--- src/rtl/rtseq_pkg.sv ---
// Shared constants and table functions for the stage sequencer.
// Assumes exactly three stages and six-step functions; the step tables
// are computed by functions instead of being stored.
package rtseq_pkg;
    localparam int NSTG  = 3;
    localparam int DEPTH = 6;
    localparam int SELW  = 2;

    localparam logic [1:0] ST_A = 2'd0;
    localparam logic [1:0] ST_B = 2'd1;
    localparam logic [1:0] ST_C = 2'd2;
    localparam logic [1:0] SRC_EXT = 2'd0;

    // Stage used by function f at step k.
    function automatic logic [1:0] step_stage(input logic f, input int k);
        logic [1:0] r;
        r = ST_A;
        if (!f) begin
            case (k)
                1: r = ST_B;
                2: r = ST_C;
                3: r = ST_B;
                4: r = ST_C;
                default: r = ST_A;
            endcase
        end else begin
            case (k)
                1: r = ST_C;
                2: r = ST_B;
                3: r = ST_A;
                4: r = ST_B;
                5: r = ST_C;
                default: r = ST_A;
            endcase
        end
        return r;
    endfunction

    // Reservation row: bit k set when function f uses stage s at step k.
    function automatic logic [DEPTH-1:0] stage_row(input logic f, input int s);
        logic [DEPTH-1:0] r;
        for (int k = 0; k < DEPTH; k++) begin
            r[k] = (step_stage(f, k) == 2'(s));
        end
        return r;
    endfunction

    // Mux source code for function f at step k: external first, else previous stage + 1.
    function automatic logic [1:0] src_code(input logic f, input int k);
        logic [1:0] r;
        if (k == 0) r = SRC_EXT;
        else        r = step_stage(f, k - 1) + 2'd1;
        return r;
    endfunction
endpackage

--- src/rtl/rtseq_occupancy.sv ---
// Look-ahead occupancy map: one shift register per stage, bit j meaning
// the stage is claimed j cycles from now. Reports whether a requested
// function collides with claims already made, and records it on load.
// Assumes load is only raised when clash is low.
module rtseq_occupancy
    import rtseq_pkg::*;
#(
    parameter int N_STAGES = NSTG,
    parameter int WIN      = DEPTH
) (
    input  logic                clk,
    input  logic                rst_n,
    input  logic                req_func,
    input  logic                load,
    output logic                clash,
    output logic [N_STAGES-1:0] busy_now
);
    logic [N_STAGES-1:0] clash_vec;

    for (genvar s = 0; s < N_STAGES; s++) begin : g_stage
        logic [WIN-1:0] occ_q;
        logic [WIN-1:0] row;
        logic [WIN-1:0] ahead;

        // Row of the requested function and the map as it stands next cycle.
        always_comb begin
            row   = stage_row(req_func, s);
            ahead = occ_q >> 1;
        end

        // Advance the map each clock and merge the new function's row on load.
        always_ff @(posedge clk) begin
            if (!rst_n) occ_q <= '0;
            else        occ_q <= ahead | (load ? row : '0);
        end

        assign clash_vec[s] = |(row & ahead);
        assign busy_now[s]  = occ_q[0];

        // A loaded row must never overlap an existing claim.
        assert_load_no_overlap_R6: assert property (@(posedge clk) disable iff (!rst_n)
            load |-> ((row & ahead) == '0));
    end

    assign clash = |clash_vec;
endmodule

--- src/rtl/rtseq_tag_pipe.sv ---
// In-flight evaluation tags: slot k holds the evaluation currently at step k.
// Produces the completion pulse one cycle after step WIN-1 and tells whether
// any in-flight evaluation belongs to a function other than the query.
module rtseq_tag_pipe
    import rtseq_pkg::*;
#(
    parameter int WIN = DEPTH
) (
    input  logic           clk,
    input  logic           rst_n,
    input  logic           load,
    input  logic           load_func,
    input  logic           query_func,
    output logic [WIN-1:0] live,
    output logic [WIN-1:0] func,
    output logic           empty,
    output logic           other_live,
    output logic           done_valid,
    output logic           done_func
);
    // Shift evaluations one step per clock, inserting a new one at step 0.
    always_ff @(posedge clk) begin
        if (!rst_n) begin
            live <= '0;
            func <= '0;
        end else begin
            live <= {live[WIN-2:0], load};
            func <= {func[WIN-2:0], load & load_func};
        end
    end

    // Register the completion pulse from the slot that just finished.
    always_ff @(posedge clk) begin
        if (!rst_n) begin
            done_valid <= 1'b0;
            done_func  <= 1'b0;
        end else begin
            done_valid <= live[WIN-1];
            done_func  <= live[WIN-1] & func[WIN-1];
        end
    end

    // Pipeline status seen by the admission logic.
    always_comb begin
        empty      = ~|live;
        other_live = |(live & (func ^ {WIN{query_func}}));
    end
endmodule

--- src/rtl/rtseq_route.sv ---
// Decodes the in-flight tags into per-stage enables and input selects.
// Assumes the admission logic guarantees at most one claim per stage, so
// the selects of all matching slots may simply be ORed.
module rtseq_route
    import rtseq_pkg::*;
#(
    parameter int N_STAGES = NSTG,
    parameter int WIN      = DEPTH
) (
    input  logic [WIN-1:0]           live,
    input  logic [WIN-1:0]           func,
    output logic [N_STAGES-1:0]      stage_en,
    output logic [SELW*N_STAGES-1:0] stage_sel
);
    for (genvar s = 0; s < N_STAGES; s++) begin : g_stage
        logic           en;
        logic [SELW-1:0] sel;

        // Collect the claim on this stage from whichever slot uses it now.
        always_comb begin
            en  = 1'b0;
            sel = '0;
            for (int k = 0; k < WIN; k++) begin
                if (live[k] && step_stage(func[k], k) == 2'(s)) begin
                    en  = 1'b1;
                    sel = sel | src_code(func[k], k);
                end
            end
        end

        assign stage_en[s]              = en;
        assign stage_sel[SELW*s +: SELW] = sel;
    end
endmodule

--- src/rtl/rtseq_sequencer.sv ---
// Top of the stage sequencer. Combines the occupancy map (admission),
// the tag pipe (in-flight evaluations, completion) and the route decoder
// (enables and selects). Applies the static/dynamic admission policy with
// the mode latched while the pipeline is empty.
module rtseq_sequencer
    import rtseq_pkg::*;
(
    input  logic                 clk,
    input  logic                 rst_n,
    input  logic                 mode_dyn,
    input  logic                 start_valid,
    input  logic                 start_func,
    output logic                 start_ready,
    output logic [NSTG-1:0]      stage_en,
    output logic [SELW*NSTG-1:0] stage_sel,
    output logic                 done_valid,
    output logic                 done_func
);
    logic             clash;
    logic [NSTG-1:0]  busy_now;
    logic [DEPTH-1:0] live;
    logic [DEPTH-1:0] func;
    logic             empty;
    logic             other_live;
    logic             accept;
    logic             mode_q;
    logic             mode_eff;

    // Mode follows the input only while nothing is in flight.
    always_comb mode_eff = empty ? mode_dyn : mode_q;

    // Hold the mode last seen while empty.
    always_ff @(posedge clk) begin
        if (!rst_n) mode_q <= 1'b0;
        else        mode_q <= mode_eff;
    end

    // Admission: no stage collision, and in static mode no foreign function in flight.
    always_comb begin
        start_ready = !clash && (mode_eff || !other_live);
        accept      = start_valid && start_ready;
    end

    rtseq_occupancy #(.N_STAGES(NSTG), .WIN(DEPTH)) u_occ (
        .clk      (clk),
        .rst_n    (rst_n),
        .req_func (start_func),
        .load     (accept),
        .clash    (clash),
        .busy_now (busy_now)
    );

    rtseq_tag_pipe #(.WIN(DEPTH)) u_tags (
        .clk        (clk),
        .rst_n      (rst_n),
        .load       (accept),
        .load_func  (start_func),
        .query_func (start_func),
        .live       (live),
        .func       (func),
        .empty      (empty),
        .other_live (other_live),
        .done_valid (done_valid),
        .done_func  (done_func)
    );

    rtseq_route #(.N_STAGES(NSTG), .WIN(DEPTH)) u_route (
        .live      (live),
        .func      (func),
        .stage_en  (stage_en),
        .stage_sel (stage_sel)
    );

    // Enables decoded from tags must agree with the separately kept map.
    assert_map_tracks_tags_R6: assert property (@(posedge clk) disable iff (!rst_n)
        stage_en == busy_now);

    // An accepted start opens on stage A from the external operand.
    assert_first_step_on_a_R4: assert property (@(posedge clk) disable iff (!rst_n)
        (start_valid && start_ready) |=> (stage_en[0] && stage_sel[1:0] == SRC_EXT));

    // A completion follows the final stage of its function: A for code 0, C for code 1.
    assert_done_after_last_R5: assert property (@(posedge clk) disable iff (!rst_n)
        done_valid |-> (done_func ? $past(stage_en[2]) : $past(stage_en[0])));

    // Static mode never holds both functions in flight at once.
    assert_static_one_func_R8: assert property (@(posedge clk) disable iff (!rst_n)
        !mode_eff |-> !((|(live & func)) && (|(live & ~func))));

    // The latched mode cannot move while work is in flight.
    assert_mode_frozen_R10: assert property (@(posedge clk) disable iff (!rst_n)
        !empty |=> $stable(mode_q));
endmodule

--- config.mk ---
export PLATFORM = sky130hd
export DESIGN_NAME = rtseq_sequencer
export DESIGN_NICKNAME = d
export VERILOG_FILES = /design/src/rtl/rtseq_pkg.sv /design/src/rtl/rtseq_occupancy.sv /design/src/rtl/rtseq_tag_pipe.sv /design/src/rtl/rtseq_route.sv /design/src/rtl/rtseq_sequencer.sv
export SDC_FILE = /design/constraint.sdc
export NUM_CORES = 1
export LEC_CHECK = 0
export BUFFER_PORTS_ARGS = -buffer_cell sky130_fd_sc_hd__buf_2
export CORE_MARGIN = 2
export CORE_UTILIZATION = 36
export DETAILED_ROUTE_END_ITERATION = 8
export PLACE_DENSITY_LB_ADDON = 0.12
export SYNTH_ARGS = -nofsm -noshare
export SYNTH_HDL_FRONTEND = slang
export SYNTH_SLANG_ARGS = --single-unit
export TNS_END_PERCENT = 30
--- constraint.sdc ---
create_clock -name clk -period 3.3 [get_ports clk]
set_clock_uncertainty 0.15 [all_clocks]
set_input_delay 0.165 -clock clk [delete_from_list [all_inputs] [get_ports clk]]
set_output_delay 0.165 -clock clk [all_outputs]
set_load 0.005 [all_outputs]
==> metrics.md <==
| Metric | Value |
|---|---|
| Hold Path Class | `input pin to register` |
| Metal3 WL | `89 um` |
| # diodes | `0` |
| Post-synthesis sequential area ratio | `53.1%` |
| Placed Area | `1060 um^2` |
| Initial Util | `38.9%` |
| Clk_lat worst skew | `0.32 ns` |
| Period utilisation layout | `78.7%` |
| Setup TNS | `0 ns` |
| Fraction of registers with async set/reset | `0%` |
| Minimum clock period | `2.60 ns` |
| Htree depth | `1` |
| Vias in the first global route | `672` |
| P&R area growth vs syn | `14.2%` |
| Total wire length | `1770 um` |
| Routed WL per cell | `12.2 um` |
| Setup bufs post-CTS | `0` |
| Vias | `740` |
| XOR/XNOR Fraction of Synth Area | `0%` |
| Post-Synth Adder-Cell Area | `0%` |
| Switching share of power | `20.6%` |
| Synth Flop Type | `dfxtp_1` |
| Worst R2R Start | `u_tags.live[2]$_SDFF_PN0_` |
| DRT iter0 DRCs | `7` |
| Yosys cell types | `28` |
| TritonCTS buffer count | `3` |
| Final setup viols | `0` |
| # nets final | `121` |
| Clock root buffer | `clkbuf_4` |
| Status | `finished, final reports clean` |
| Worst-margin pin slew | `0.651 ns` |
| Power share of the combinational group | `8.4%` |
| Hold-fix buffers, CTS | `1` |
| Global-route wire length before repair | `2990 um` |
| # IOs | `17` |
| Area of the core | `2520 um^2` |
| Most frequent cells in the layout | `26 x dfxtp_1, 16 x buf_2, 14 x nand2_1, 14 x and2_1` |
| Worst Hold Launch | `start_valid` |
| Top achievable clock speed | `385 MHz` |
| CP required | `2.98 ns` |
| Flip-flop and latch area | `520 um^2` |
| Synth top area share | `53.1%` |
| Rel. slew slack | `56.5%` |
| Switching power | `122 uW` |
| CTS tree | `done` |
| Placer congestion estimate | `0.797` |
| CP Capture Type | `output port` |
| Non-Filler Instances | `145` |
| Area fraction in compound gates after synthesis | `8.42%` |
| R2R setup slack | `1.14 ns` |
| Initial antenna violation count | `0` |
| Post-Synthesis Cell Area | `981 um^2` |
| CTS max path bufs | `2` |
| Mapped Nets | `105` |
| Post-synth top area cell | `dfxtp_1` |
| PwrDens | `528 nW/um^2` |
| Inst Count DP | `140` |
| Top cells by area, synth | `dfxtp_1 53%, and2_1 8.9%, nand2_1 5.4%` |
| Final hold vios | `0` |
| Area of the multi-input gates | `400 um^2` |
| Ys Warns | `0` |
| Worst EP arrival | `2.28 ns` |
| Die area | `3160 um^2` |
| Final instance area | `1120 um^2` |
| P_leak | `0.000537 uW` |
| Place WS | `1.06 ns` |
| DIE HEIGHT | `56.2 um` |
| # resized after CTS | `0` |
| Post-synthesis cell count | `100` |
| Largest family of logic cells by synthesized area | `simple AND/OR/NAND/NOR gates` |
| Int Power | `469 uW` |
| CTS Sinks | `26` |
| Overflow after GRT | `0` |
| Met1 Wirelength | `803 um` |
| Vias per inst | `5.10` |
| Mean post-synth cell area | `9.81 um^2` |
| Post-synthesis mux area share | `1.53%` |
| Met2 routed WL | `843 um` |
| Drc violations | `0` |
| Synth Area in Simple Gates | `30.9%` |
| Max-slew violation total from the final report | `0` |
| Post-DP HPWL | `1300 um` |
| Post-detailed-route count of antenna-violating nets | `0` |
| Unrepaired setup endpoints after global routing | `false` |
| Layout cell share with drive strength beyond 1 | `23.5%` |
| Setup ws final | `0.703 ns` |
| Top layer in use | `met4` |
| Clock Power Share | `35.8%` |
| Filler Cell Count | `259` |
| CTS clk-pin slew, worst paths | `0.14 ns` |
| Rows | `18` |
| Die width | `56.2 um` |
| R2r endpoint | `u_occ.g_stage[2].occ_q[4]$_SDFF_PN0_` |
| Max-Cap Viols | `0` |
| All-Layer GR Usage | `12.3%` |
| Post-synth EDFFs | `0` |
| Synth Register Bits | `26` |
| I/O Buffers | `16` |
| First-pass detailed-route iteration total | `4` |
| Worst R2R Path Depth | `5` |
| CP Class | `register to output port` |
| Reg power frac | `55.8%` |
| Min-Delay Path Depth | `3` |
| Hold EP | `u_tags.live[0]$_SDFF_PN0_` |
| Largest net degree at the start of global routing | `24` |
| Critical Path Start Type | `register` |
| Commonest non-fill, non-tap cell in the layout | `dfxtp_1` |
| Crit Path Max Fanout | `10` |
| Worst vdd ir | `0.000361 V` |
-- worst max-delay path: stages (launching register included) --
cell and delay, ns:
dfxtp_1 0.35, or4_1 0.55, nor3_2 0.15, mux2_4 0.33
a211oi_4 0.38, nor2_1 0.06, buf_2 0.15
-- layer usage --
layer | GRT usage [%] | vias to the layer above
met4 | 5.10 | 0
met3 | 5.12 | 4
met5 | 0 | -
met2 | 20.3 | 19
li1 | - | 364
met1 | 14.0 | 353
-- Yosys cell counts, types with 3 or more instances --
cell / number
dfxtp_1: 26
and2_1: 14
nand2_1: 14
inv_1: 5
nand2b_1: 5
buf_4: 3
nor3_1: 3
o41ai_1: 3
-- kinds of logic after synthesis --
logic type / count (synthesis)
mux: 1
flops: 26
buf+inv: 11
simple gates: 53
compound gates: 9
-- worst max path at each step --
stage | from | to | slack, ns | depth (start not counted)
final | u_tags.live[2]$_SDFF_PN0_ | start_ready | 0.70 | 6
after global routing | u_tags.live[2]$_SDFF_PN0_ | start_ready | 0.54 | 6
after CTS | u_tags.live[2]$_SDFF_PN0_ | start_ready | 0.69 | 6
after detailed placement | u_tags.live[2]$_SDFF_PN0_ | start_ready | 1.06 | 6
after global placement | u_tags.live[2]$_SDFF_PN0_ | start_ready | 1.08 | 6
after floorplan | u_tags.live[2]$_SDFF_PN0_ | start_ready | 1.30 | 5
-- flip-flops by register name, indices dropped and copies added (netlist names) --
register             cells
u_tags.done_func         1
mode_q                   1
u_occ.g_stage.occ_q     12
u_tags.done_valid        1
u_tags.func              5
u_tags.live              6
-- through the flow --
step	hold WS (ns)	power [uW]	utilization [%]
floorplan	0.174	374	-
global placement	0.270	385	41.9
detailed placement	0.269	385	41.9
CTS	0.0304	602	44.4
global route	0.0301	623	44.4
finish	0.0405	591	44.4
-- power groups by stage --
| stage | registers, uW | clock network (uW) | logic, uW |
|---|---|---|---|
| 2_1_floorplan | 335 | 0 | 39.3 |
| 3_3_place_gp | 337 | 0 | 48.9 |
| 3_5_place_dp | 337 | 0 | 48.8 |
| 4_1_cts | 330 | 222 | 50.1 |
| 5_1_grt | 331 | 237 | 55.2 |
| 6_report | 330 | 212 | 49.6 |
-- layout make-up --
| cell class | count | area share (%) |
|---|---|---|
| Clock buffer | 3 | 2.01 |
| Clock inverter | 1 | 2.68 |
| Inverter | 5 | 1.68 |
| Multi-Input combinational cell | 63 | 35.8 |
| Sequential cell | 26 | 46.5 |
| Tap cell | 30 | 3.35 |
| Timing Repair Buffer | 17 | 8.04 |
No activity file was read; power rests on OpenSTA's default activity.
